$ cat config.mk
export PLATFORM = sky130hd
export DESIGN_NAME = branch_ctrl_unit
export DESIGN_NICKNAME = d
export VERILOG_FILES = /design/src/rtl/bcu_pkg.sv /design/src/rtl/bcu_compare.sv /design/src/rtl/bcu_target.sv /design/src/rtl/bcu_slot_ctrl.sv /design/src/rtl/branch_ctrl_unit.sv
export SDC_FILE = /design/constraint.sdc
export NUM_CORES = 1
export LEC_CHECK = 0
export ABC_CLOCK_PERIOD_IN_PS = 2340
export BUFFER_PORTS_ARGS = -buffer_cell sky130_fd_sc_hd__buf_2
export CORE_MARGIN = 2
export CORE_UTILIZATION = 53
export DETAILED_ROUTE_END_ITERATION = 12
export GPL_TIMING_DRIVEN = 0
export PLACE_DENSITY = 0.87
export SYNTH_ARGS = -nofsm -noshare
export SYNTH_HDL_FRONTEND = slang
export SYNTH_SLANG_ARGS = --single-unit
$ cat constraint.sdc
create_clock -name clk -period 2.34 [get_ports clk]
set_clock_uncertainty 0.05 [all_clocks]
set_input_delay 0.117 -clock clk [delete_from_list [all_inputs] [get_ports clk]]
set_output_delay 0.117 -clock clk [all_outputs]
set_load 0.005 [all_outputs]
$ cat src/rtl/bcu_pkg.sv
package bcu_pkg;
  typedef enum logic [3:0] {
    OP_SEQ  = 4'd0,
    OP_BLT  = 4'd1,
    OP_BLE  = 4'd2,
    OP_BEQ  = 4'd3,
    OP_BNE  = 4'd4,
    OP_JMP  = 4'd5,
    OP_JAL  = 4'd6,
    OP_RETI = 4'd7,
    OP_EI   = 4'd8,
    OP_DI   = 4'd9,
    OP_SI   = 4'd10
  } bcu_op_e;
endpackage

$ cat src/rtl/bcu_compare.sv
module bcu_compare
  import bcu_pkg::*;
#(
  parameter int XLEN       = 32,
  parameter bit SIGNED_CMP = 1'b1
) (
  input  bcu_op_e          op,
  input  logic [XLEN-1:0]  opa,
  input  logic [XLEN-1:0]  opb,
  output logic             transfer
);
  logic less;
  logic same;

  generate
    if (SIGNED_CMP) begin : g_signed
      assign less = $signed(opa) < $signed(opb);
    end else begin : g_unsigned
      assign less = opa < opb;
    end
  endgenerate

  assign same = (opa == opb);

  always_comb begin
    case (op)
      OP_BLT:  transfer = less;
      OP_BLE:  transfer = less | same;
      OP_BEQ:  transfer = same;
      OP_BNE:  transfer = ~same;
      OP_JMP,
      OP_JAL,
      OP_RETI: transfer = 1'b1;
      default: transfer = 1'b0;
    endcase
  end
endmodule

$ cat src/rtl/bcu_target.sv
module bcu_target
  import bcu_pkg::*;
#(
  parameter int              XLEN     = 32,
  parameter int              OFFW     = 16,
  parameter logic [XLEN-1:0] TRAP_VEC = 32'h0000_0040
) (
  input  bcu_op_e          op,
  input  logic [XLEN-1:0]  pc,
  input  logic [XLEN-1:0]  opa,
  input  logic [XLEN-1:0]  opb,
  input  logic [OFFW-1:0]  woff,
  output logic [XLEN-1:0]  dest,
  output logic [XLEN-1:0]  ret_addr
);
  localparam int EXTW = XLEN - OFFW;

  logic [XLEN-1:0] off_ext;
  logic [XLEN-1:0] off_bytes;
  logic [XLEN-1:0] rel_dest;

  assign off_ext   = {{EXTW{woff[OFFW-1]}}, woff};
  assign off_bytes = {off_ext[XLEN-3:0], 2'b00};
  assign rel_dest  = pc + XLEN'(4) + off_bytes;
  assign ret_addr  = pc + XLEN'(8);

  always_comb begin
    case (op)
      OP_JAL:  dest = opb;
      OP_RETI: dest = opa;
      OP_SI:   dest = TRAP_VEC;
      default: dest = rel_dest;
    endcase
  end
endmodule

$ cat src/rtl/bcu_slot_ctrl.sv
module bcu_slot_ctrl #(
  parameter int XLEN = 32
) (
  input  logic             clk,
  input  logic             rst_n,
  input  logic             vld,
  input  logic             redirect,
  input  logic [XLEN-1:0]  dest,
  input  logic             ie_set,
  input  logic             ie_clr,
  output logic             pend_o,
  output logic [XLEN-1:0]  pend_dest_o,
  output logic             ie_o
);
  logic            pend_q, pend_d;
  logic [XLEN-1:0] dest_q, dest_d;
  logic            dest_en;
  logic            ie_q, ie_d;

  always_comb begin
    pend_d  = pend_q;
    dest_en = 1'b0;
    dest_d  = dest_q;
    ie_d    = ie_q;
    if (vld) begin
      pend_d = redirect;
      if (redirect) begin
        dest_en = 1'b1;
        dest_d  = dest;
      end
      if (ie_clr)      ie_d = 1'b0;
      else if (ie_set) ie_d = 1'b1;
    end
  end

  always_ff @(posedge clk or negedge rst_n) begin
    if (!rst_n) begin
      pend_q <= 1'b0;
      ie_q   <= 1'b0;
    end else begin
      pend_q <= pend_d;
      ie_q   <= ie_d;
    end
  end

  always_ff @(posedge clk or negedge rst_n) begin
    if (!rst_n)       dest_q <= '0;
    else if (dest_en) dest_q <= dest_d;
  end

  assign pend_o      = pend_q;
  assign pend_dest_o = dest_q;
  assign ie_o        = ie_q;


  ie_clear_chk: assert property (@(posedge clk) disable iff (!rst_n)
    (vld && ie_clr) |=> !ie_o);


  ie_set_chk: assert property (@(posedge clk) disable iff (!rst_n)
    (vld && ie_set && !ie_clr) |=> ie_o);


  idle_hold_chk: assert property (@(posedge clk) disable iff (!rst_n)
    !vld |=> ($stable(ie_o) && $stable(pend_o)));


  slot_consumed_chk: assert property (@(posedge clk) disable iff (!rst_n)
    (vld && !redirect) |=> !pend_o);
endmodule

$ cat src/rtl/branch_ctrl_unit.sv
module branch_ctrl_unit
  import bcu_pkg::*;
#(
  parameter int              XLEN       = 32,
  parameter int              OFFW       = 16,
  parameter bit              SIGNED_CMP = 1'b1,
  parameter logic [XLEN-1:0] TRAP_VEC   = 32'h0000_0040
) (
  input  logic             clk,
  input  logic             rst_n,
  input  logic             instr_vld_i,
  input  logic [3:0]       op_i,
  input  logic [XLEN-1:0]  rs_a_i,
  input  logic [XLEN-1:0]  rs_b_i,
  input  logic [OFFW-1:0]  offset_i,
  input  logic [XLEN-1:0]  pc_i,
  output logic [XLEN-1:0]  next_pc_o,
  output logic [XLEN-1:0]  link_o,
  output logic             link_we_o,
  output logic             si_illegal_o,
  output logic             irq_en_o
);
  bcu_op_e         op;
  logic            cond_xfer;
  logic [XLEN-1:0] dest;
  logic            is_si;
  logic            si_ok;
  logic            redirect;
  logic            ie_set;
  logic            ie_clr;
  logic            pend;
  logic [XLEN-1:0] pend_dest;
  logic            ie;

  assign op = bcu_op_e'(op_i);

  bcu_compare #(.XLEN(XLEN), .SIGNED_CMP(SIGNED_CMP)) u_cmp (
    .op       (op),
    .opa      (rs_a_i),
    .opb      (rs_b_i),
    .transfer (cond_xfer)
  );

  bcu_target #(.XLEN(XLEN), .OFFW(OFFW), .TRAP_VEC(TRAP_VEC)) u_tgt (
    .op       (op),
    .pc       (pc_i),
    .opa      (rs_a_i),
    .opb      (rs_b_i),
    .woff     (offset_i),
    .dest     (dest),
    .ret_addr (link_o)
  );

  assign is_si    = instr_vld_i && (op == OP_SI);
  assign si_ok    = is_si && ie;
  assign redirect = instr_vld_i && (cond_xfer || si_ok);
  assign ie_set   = (op == OP_EI);
  assign ie_clr   = (op == OP_DI) || si_ok;

  bcu_slot_ctrl #(.XLEN(XLEN)) u_slot (
    .clk         (clk),
    .rst_n       (rst_n),
    .vld         (instr_vld_i),
    .redirect    (redirect),
    .dest        (dest),
    .ie_set      (ie_set),
    .ie_clr      (ie_clr),
    .pend_o      (pend),
    .pend_dest_o (pend_dest),
    .ie_o        (ie)
  );

  assign next_pc_o    = pend ? pend_dest : (pc_i + XLEN'(4));
  assign link_we_o    = (instr_vld_i && (op == OP_JAL)) || si_ok;
  assign si_illegal_o = is_si && !ie;
  assign irq_en_o     = ie;


  si_illegal_quiet_chk: assert property (@(posedge clk) disable iff (!rst_n)
    si_illegal_o |-> (!irq_en_o && !link_we_o));


  idle_quiet_chk: assert property (@(posedge clk) disable iff (!rst_n)
    !instr_vld_i |-> (!link_we_o && !si_illegal_o));


  jal_dest_chk: assert property (@(posedge clk) disable iff (!rst_n)
    (instr_vld_i && op_i == 4'd6) |=> (next_pc_o == $past(rs_b_i)));


  reti_dest_chk: assert property (@(posedge clk) disable iff (!rst_n)
    (instr_vld_i && op_i == 4'd7) |=> (next_pc_o == $past(rs_a_i)));


  reti_no_link_chk: assert property (@(posedge clk) disable iff (!rst_n)
    (instr_vld_i && op_i == 4'd7) |-> !link_we_o);
endmodule

==> flow_summary.yaml, run 1 <==
floorplan:
  rows: 37
  start_util: 0.536
  dieHeight_um: 106
  boundaryPins: 186
  die_w_um: 106
  die_area_sq_mm: 0.0111
  core_sq_mm: 0.0102
critical_path:
  crit_fanout: 6
  crit_type: "primary input to register"
  rrSetupSlack_ns: 0.52
  slowest_delay_ns: 0.34
  worstSetupStartpointType: "primary input"
  reg2reg_depth: 8
  cpMaxStageDelayCell: "o31ai_4"
  cp-end-kind: "register"
  timing.rr.end: "u_slot.pend_dest_o[16]$_DFFE_PN0P_"
  cp.arrival_ns: 3.58
  cp.required_ns: 2.47
  cp_cell_sequence: "buf_4 -> nand2_8 -> nor3_4 -> and3_4 -> and3_4 -> nand3_4 -> nor2_4 -> nand2_2 -> xnor2_4 -> ha_4 -> a21oi_1 -> o21ai_2 -> a21oi_4 -> o21ai_4 -> o31ai_4 -> buf_6 -> mux2i_1 -> o21ai_1 -> mux2_4"
  crit_path_frequent_cell: "and3_4"
  crit_start: "pc_i[7]"
  timing.rr.start: "u_slot.ie_o$_DFFE_PN0P_"
  endpoint: "u_slot.pend_dest_o[28]$_DFFE_PN0P_"
synth:
  ys_top_cells_by_area: "dfrtp_1 16%, ha_1 14%, xnor2_1 9.0%"
  synth_common_cells: "66 x inv_1, 63 x ha_1, 56 x xnor2_1"
  synth_most_common_cell: "inv_1"
  netlist_area_sq_mm: 0.00546
  synth-edff-count: 0
  synth_async_sr_flop_share: 1.00
  synth_seq_cells: 34
  ys_warn_count: 0
  synthCells: 684
  synth_ff_type: "dfrtp_1"
  synth.net_count: 867
  synth_top_cell_by_area: "dfrtp_1"
  synth_top_area_frac: 0.156
  ys_seq_area_frac: 0.156
  ys_types: 70
  postSynthAreaPerCell_sq_um: 7.99
power_and_ir_drop:
  power.switching_uw: 1550
  intPower_uw: 2080
  power.leakage_uw: 0.00408
  p_clk_frac: 0.131
  ir_drop_v: 0.000283
  pwr-share-seq: 0.259
  switching_share: 0.428
  power_uw: 3630
  power_density_mw_per_mm2: 439
  share_comb_of_total_power: 0.610
detailed_routing:
  viasPerCell: 6.44
  drt_pass1_iterations: 6
  post-route-drc-count: 0
  wl_per_cell_um: 21.3
  drtIter0Drc: 976
  wl_um: 23000
  ant_nets: 0
  vias: 6955
finish:
  diodes: 0
  final_nets: 1126
  area_delta_synth_final_pct: 51.2
  drive_gt1_frac: 0.462
  stdcell_area_sq_mm: 0.00826
  final_util: 0.811
  final_cells: 1080
timing:
  rsz0062_at_grt: "yes"
  layout_setup_ws_ns: -1.11
  hold_viol_final: 0
  post-route-min-period_ns: 3.45
  fmax_mhz: 290
  fin_crit_sh: 1.47
  setup_viol: 26
  slew_headroom: 0.323
  slew_viol_final: 0
  worst_pin_slew_ns: 1.01
job:
  maxCapViolations: 0
placement:
  placed_area_sq_mm: 0.00675
  placed_cells: 998
  gp_congestion: 0.937
  io_buffers: 178
  hpwl_um: 14400
grt:
  grt_pass1_vias: 6251
  grt_pass1_wl_um: 30400
  overflow: 0
  antenna_found_initial: 0
  grt.total_usage: 0.337
  grt_max_degree: 35
outcome:
  status: "finished, violations left"
  violations: "setup timing"
clocking:
  clk_pin_slew_ns: 0.08
  cts.sinks: 34
  htree_levels: 2
  numCtsBuffers: 5
  tritoncts: "built"
  cts_root_buf: "clkbuf_8"
  clockBufferDepth: 2
  worstSkewPairLatency_ns: 0.29
min_path:
  min_path_type: "primary input to register"
-- state kept, by name (all words and copies together) (netlist names) --
signal and count:
u_slot.pend_o 1, u_slot.ie_o 1, u_slot.pend_dest_o 32
-- worst min path at each step --
stage / startpoint / to / slack, ns / depth (start not counted)
CTS: op_i[1] / u_slot.ie_o$_DFFE_PN0P_ / 0.02 / 2
floorplan: rst_n / u_slot.ie_o$_DFFE_PN0P_ / -0.23 / 0
global route: op_i[1] / u_slot.ie_o$_DFFE_PN0P_ / 0.04 / 2
global placement: rst_n / u_slot.pend_dest_o[3]$_DFFE_PN0P_ / 0.19 / 1
finish: op_i[1] / u_slot.ie_o$_DFFE_PN0P_ / 0.03 / 2
detailed placement: rst_n / u_slot.pend_dest_o[3]$_DFFE_PN0P_ / 0.20 / 1
-- stage by stage --
| step | worst slack, ns | setup TNS, ns | hold WS (ns) |
|---|---|---|---|
| 2_1_floorplan | -1.18 | -11.28 | -0.229 |
| 3_3_place_gp | -1.78 | -27.71 | 0.185 |
| 3_5_place_dp | -1.81 | -28.33 | 0.199 |
| 4_1_cts | -0.884 | -11.94 | 0.0192 |
| 5_1_grt | -1.18 | -19.40 | 0.0368 |
| 6_report | -1.11 | -17.06 | 0.0293 |
-- area by class of cell --
cell class	instances	area, sq um
clock buffer	7	86.3
clock inverter	1	5.00
tap	136	170
buffer	33	228
fill	586	1930
timing repair buffer	255	1570
inverter	66	250
multi-input combinational	548	5100
sequential	34	851
-- power by group through the flow --
stage               Sequential (uW)  Combinational [uW]  Clock, uW
floorplan                       882                1100          0
global placement                909                1610          0
detailed placement              919                1660          0
CTS                             910                1860        460
global route                    948                2330        485
finish                          938                2210        476
-- kinds of logic (layout without fill, tap and decap cells) --
kind of cell    Yosys count  in the layout  synth area share
flops                    34             34             0.156
fa+ha+maj                64             64             0.148
simple gates            182            182             0.170
xor+xnor                 83             83             0.134
buf+inv                 102            362            0.0788
mux                      48             48            0.0930
compound gates          171            171             0.220
-- layout by cell type, fill, tap and decap left out, types with 18 or more instances in the layout --
master | Yosys | layout
a21oi_1 | 52 | 41
a222oi_1 | 23 | 23
nand2_1 | 44 | 36
nor2_1 | 45 | 39
xnor2_2 | 1 | 18
xnor2_1 | 56 | 37
dfrtp_1 | 34 | 34
inv_1 | 66 | 65
mux2i_1 | 26 | 25
xor2_1 | 26 | 21
buf_2 | 8 | 169
ha_1 | 63 | 45
buf_4 | 8 | 80
-- worst max-delay path: cells and delay by family --
kind / cells / cell delay [ns]
muxes: 2 / 0.53
AOI/OAI and AO/OA: 6 / 1.07
xor gates and xnor gates: 1 / 0.24
buffers and inverters: 2 / 0.32
adders and majority gates: 1 / 0.27
and+or+nand+nor: 7 / 1.01
-- per-layer routing --
| metal | global-route usage | up-vias | part of all wire | wire length, um |
|---|---|---|---|---|
| met1 | 0.423 | 3208 | 0.36 | 8350 |
| met5 | 0 | - | 0 | 0 |
| met2 | 0.578 | 598 | 0.47 | 10800 |
| li1 | - | 2989 | - | - |
| met3 | 0.0340 | 160 | 0.10 | 2340 |
| met4 | 0.163 | 0 | 0.065 | 1490 |
-- repair_timing --
item | 4_1_cts | 5_1_grt
cloned | 0 | 0
setup buffers | 57 | 21
endpoints found under the setup margin | 33 | 48
pin swaps | 52 | 53
resized for setup | 81 | 91
endpoints found under the hold margin | 34 | 0
hold buffers | 1 | 0
Power figures use the tool's default switching activity.
==> inputs of run 2 (changes only) <==
- MAX_ROUTING_LAYER: not set -> met4
- REMOVE_ABC_BUFFERS: not set -> 1
- SLEW_MARGIN: not set -> 25
==> flow_summary.yaml, run 2 (synthesized netlist as in run 1, its figures left out) <==
grt:
  antenna_found_initial: 1
  grt_max_degree: 43
  grt.total_usage: 0.355
  grt_pass1_vias: 6158
  grt_pass1_wl_um: 30900
  overflow: 0
floorplan:
  rows: 37
  start_util: 0.536
  die_area_sq_mm: 0.0111
  dieHeight_um: 106
  die_w_um: 106
  boundaryPins: 186
  core_sq_mm: 0.0102
power_and_ir_drop:
  power_density_mw_per_mm2: 446
  ir_drop_v: 0.000323
  power.leakage_uw: 0.00393
  power_uw: 3580
timing:
  slew_viol_final: 0
  rsz0062_at_grt: "yes"
  setup_viol: 33
  post-route-min-period_ns: 3.63
  hold_viol_final: 0
  fmax_mhz: 275
  layout_setup_ws_ns: -1.29
  fin_crit_sh: 1.55
  slew_headroom: 0.425
  worst_pin_slew_ns: 0.863
detailed_routing:
  post-route-drc-count: 0
  drt_pass1_iterations: 8
  vias: 7080
  wl_per_cell_um: 22.6
  viasPerCell: 6.73
  drtIter0Drc: 1233
  wl_um: 23800
  ant_nets: 0
placement:
  placed_area_sq_mm: 0.00644
  pre_cts_ws_ns: -2.20
  gp_congestion: 0.956
  hpwl_um: 13200
  io_buffers: 185
job:
  maxCapViolations: 0
finish:
  largest_reg_flops: 32
  drive_gt1_frac: 0.450
  final_cell_mix: "175 x buf_2, 66 x buf_4, 64 x inv_1, 45 x ha_1, 44 x a21oi_1"
  stdcell_area_sq_mm: 0.00802
  fill_cells: 592
  final_nets: 1097
  area_delta_synth_final_pct: 46.8
  final_util: 0.787
  mostFrequentLayoutCell: "buf_2"
critical_path:
  cp.arrival_ns: 3.76
  crit_type: "primary input to register"
  cp.required_ns: 2.47
  worstSetupStartpointType: "primary input"
  crit_fanout: 6
  cp-end-kind: "register"
clocking:
  cts.sinks: 34
  clockBufferDepth: 2
  tritoncts: "built"
  clk_pin_slew_ns: 0.08
  htree_levels: 2
  numCtsBuffers: 5
  worstSkewPairLatency_ns: 0.29
  cts_root_buf: "clkbuf_8"
min_path:
  min_path_type: "primary input to register"
outcome:
  violations: "setup timing"
  status: "finished, violations left"
-- run 2: cell count changes in the layout (fill, tap and decap cells not counted), moves of 4 or more --
| cell | delta |
|---|---|
| o21ai_0 | +4 |
| buf_4 | -14 |
| xnor2_1 | +5 |
| nand2_1 | +4 |
| xnor2_2 | -5 |
| clkbuf_1 | -13 |
| o21ai_1 | -7 |
| buf_2 | +6 |
| buf_6 | -7 |
| nand2_2 | -5 |
-- run 2: worst max-delay path, stage by stage --
cell and delay [ns]:
clkbuf_4 0.14, nand4_1 0.23, nor3_4 0.23, and3_4 0.26, xor2_2 0.26, ha_1 0.39, a21oi_2 0.30, o21bai_1 0.15
or3_4 0.36, o21ai_4 0.18, o22ai_4 0.12, o41ai_4 0.37, xnor2_1 0.20, o21ai_1 0.12, mux2_4 0.30
-- run 2: path summary, 6_finish.rpt --
kind	from	endpoint	slack, ns	cells after the start
worst max-delay path	pc_i[10]	u_slot.pend_dest_o[31]$_DFFE_PN0P_	-1.29	15
worst min-delay path	instr_vld_i	u_slot.pend_o$_DFFE_PN0P_	0.02	2
worst max register to register	u_slot.ie_o$_DFFE_PN0P_	u_slot.pend_dest_o[21]$_DFFE_PN0P_	0.50	7
worst min register to register	u_slot.pend_dest_o[20]$_DFFE_PN0P_	u_slot.pend_dest_o[20]$_DFFE_PN0P_	0.45	1
max in group asynchronous	rst_n	u_slot.pend_o$_DFFE_PN0P_	1.20	2
min in group asynchronous	rst_n	u_slot.pend_dest_o[0]$_DFFE_PN0P_	0.41	2
-- run 2: through the flow --
| step | std cells | hold WS [ns] | TNS [ns] |
|---|---|---|---|
| 2_1_floorplan | 648 | -0.229 | -27.14 |
| 3_3_place_gp | 969 | 0.198 | -59.70 |
| 3_5_place_dp | 971 | 0.191 | -39.87 |
| 4_1_cts | 1028 | 0.0110 | -13.49 |
| 5_1_grt | 1052 | 0.0331 | -22.84 |
| 6_report | 1052 | 0.0202 | -19.62 |
-- run 2: report_power, final --
part	switching, uW	internal (uW)	leakage [uW]
Sequential	148	816	0.000402
Clock	247	238	0.0000482
Combinational	1170	963	0.00348
Total	1560	2020	0.00393
-- run 2: metal layers --
metal / share of wire / track usage / vias up
li1: - / - / 2942
met1: 0.35 / 0.432 / 3202
met2: 0.45 / 0.565 / 721
met3: 0.12 / 0.0594 / 215
met4: 0.084 / 0.186 / 0
met5: 0 / - / -
-- run 2: repair_timing --
action                                  CTS  global route
endpoints found under the setup margin   48            38
hold buffers                              1             0
pin swaps                                35            60
buffers inserted                         48            29
cloned                                    0             0
endpoints found under the hold margin    34             0
gates resized for setup                  92            94
-- run 2: layout make-up --
class | instances | area, sq um | area share
antenna | 1 | 2.50 | 0.000312
clock buffer | 7 | 86.3 | 0.0108
clock inverter | 1 | 5.00 | 0.000624
inverter | 66 | 253 | 0.0315
multi-input combinational | 548 | 5050 | 0.630
sequential | 34 | 855 | 0.107
tap | 136 | 170 | 0.0212
timing repair buffer | 259 | 1600 | 0.199
==> inputs of run 3 (changes only) <==
- CORE_UTILIZATION: 53 -> 54
- PLACE_DENSITY: 0.87 -> 0.86
- SYNTH_HIERARCHICAL: not set -> 1
==> flow_summary.yaml, run 3 <==
finish:
  stdcell_area_sq_mm: 0.00828
  largest_reg_flops: 32
  final_util: 0.754
  final_nets: 1192
  diodes: 0
  drive_gt1_frac: 0.348
  area_delta_synth_final_pct: 35.0
  final_cell_mix: "167 x buf_2, 71 x nand2_1, 61 x o21ai_0, 61 x ha_1, 50 x a21oi_1"
  mostFrequentLayoutCell: "buf_2"
synth:
  synth_top_cell_by_area: "ha_1"
  netlist_area_sq_mm: 0.00614
  ys_types: 66
  synth_seq_cells: 34
  synth_common_cells: "91 x ha_1, 72 x nand2_1, 71 x o21ai_0"
  synth_async_sr_flop_share: 1.00
  ys_seq_area_frac: 0.139
  synth_top_area_frac: 0.186
  synth-edff-count: 0
  synthCells: 785
  synth_most_common_cell: "ha_1"
  postSynthAreaPerCell_sq_um: 7.82
  ys_warn_count: 6
  ys_top_cells_by_area: "ha_1 19%, dfrtp_1 14%, mux2_4 7.1%"
  synth_ff_type: "dfrtp_1"
placement:
  pre_cts_ws_ns: -0.972
  hpwl_um: 14300
  gp_congestion: 0.923
  placed_area_sq_mm: 0.00715
  io_buffers: 185
critical_path:
  crit_fanout: 8
  cp.arrival_ns: 2.93
  crit_type: "primary input to register"
  cp-end-kind: "register"
  cp.required_ns: 2.46
  worstSetupStartpointType: "primary input"
clocking:
  clockBufferDepth: 2
  clk_pin_slew_ns: 0.07
  cts_root_buf: "clkbuf_16"
  worstSkewPairLatency_ns: 0.29
  cts.sinks: 34
  htree_levels: 2
  tritoncts: "built"
  numCtsBuffers: 5
detailed_routing:
  vias: 7302
  viasPerCell: 6.51
  ant_nets: 0
  wl_um: 22900
  drt_pass1_iterations: 7
  wl_per_cell_um: 20.4
  post-route-drc-count: 0
  drtIter0Drc: 796
power_and_ir_drop:
  power.leakage_uw: 0.00374
  power_density_mw_per_mm2: 468
  power_uw: 3880
  ir_drop_v: 0.000360
floorplan:
  dieHeight_um: 111
  boundaryPins: 186
  rows: 38
  die_area_sq_mm: 0.0122
  core_sq_mm: 0.0110
  die_w_um: 111
  start_util: 0.559
job:
  maxCapViolations: 0
outcome:
  status: "finished, violations left"
  violations: "setup timing"
timing:
  hold_slack_ns: 0.143
  fin_crit_sh: 1.20
  post-route-min-period_ns: 2.81
  worst_pin_slew_ns: 0.888
  setup_viol: 33
  rsz0062_at_grt: "yes"
  slew_headroom: 0.408
  layout_setup_ws_ns: -0.471
  hold_viol_final: 0
  slew_viol_final: 0
  fmax_mhz: 356
grt:
  grt_pass1_wl_um: 33800
  grt_pass1_vias: 6654
  antenna_found_initial: 0
  grt_max_degree: 36
  gr-usage-met3: 0.0461
  met2_usage: 0.564
  overflow: 0
  met1_usage: 0.437
  grt.total_usage: 0.346
  top_usage_layer: "met2"
min_path:
  min_path_type: "primary input to register"
## run 3: metrics by stage
| step | setup TNS, ns | instances |
|---|---|---|
| detailed placement | -29.48 | 1083 |
| global placement | -38.85 | 1082 |
| finish | -14.21 | 1122 |
| global route | -17.52 | 1122 |
| floorplan | -23.33 | 757 |
| CTS | -6.05 | 1113 |
## run 3: layout make-up
type / count / area, sq um
clock buffers: 7 / 143
repair buffers: 214 / 1360
multi-input cells: 672 / 5540
flip-flops and latches: 34 / 852
well taps: 140 / 175
fillers: 721 / 2700
clock inverters: 1 / 5.00
inverters: 54 / 210
## run 3: power by group
| part | internal (uW) | switching, uW | leakage, uW |
|---|---|---|---|
| combinational | 1090 | 1050 | 0.00326 |
| sequential | 834 | 197 | 0.000411 |
| clock | 423 | 279 | 0.0000739 |
## run 3: path summary, 6_finish.rpt
| kind | startpoint | to | slack, ns | depth (start not counted) |
|---|---|---|---|---|
| max | rs_b_i[1] | u_slot/pend_dest_o[6]$_DFFE_PN0P_ | -0.47 | 14 |
| min | rs_a_i[0] | u_slot/pend_dest_o[0]$_DFFE_PN0P_ | 0.14 | 4 |
| max reg2reg | u_slot/ie_o$_DFFE_PN0P_ | u_slot/pend_dest_o[6]$_DFFE_PN0P_ | 0.60 | 5 |
| min reg2reg | u_slot/pend_dest_o[31]$_DFFE_PN0P_ | u_slot/pend_dest_o[31]$_DFFE_PN0P_ | 0.46 | 1 |
| max in group asynchronous | rst_n | u_slot/pend_o$_DFFE_PN0P_ | 1.19 | 2 |
| min in group asynchronous | rst_n | u_slot/pend_dest_o[2]$_DFFE_PN0P_ | 0.43 | 2 |
## run 3: cells by family after synthesis
group / after synthesis / share of synthesized area
AND/OR/NAND/NOR: 247 / 0.206
multiplexers: 39 / 0.0887
adder cells (fa/ha/maj): 92 / 0.189
AO/OA/AOI/OAI: 228 / 0.232
buffers and inverters: 82 / 0.0561
flip-flops: 34 / 0.139
XOR/XNOR: 63 / 0.0899
## run 3: metal layers
layer / wire length [um] / vias up
met5: 0 / -
met4: 998 / 0
met3: 2180 / 114
met2: 10700 / 497
met1: 9020 / 3363
li1: - / 3328
## run 3: critical path, stage by stage
cell and delay [ns]:
buf_2 0.09, inv_1 0.04, ha_1 0.31, nor2b_1 0.21, o211ai_1 0.14, a2111oi_2 0.45
o31a_1 0.22, or3_1 0.14, a31o_1 0.20, a31oi_4 0.05, nor2b_4 0.35, nand2_8 0.11
buf_12 0.19, mux2_4 0.30
## run 3: timing repair
item                                    in CTS  in global routing
buffers inserted                            18                 10
pin swaps                                   27                 20
gates resized for setup                     97                 38
endpoints found under the setup margin      37                 38
hold endpoints to repair                    34                  0
hold buffers                                 1                  0
cloned                                       3                  0
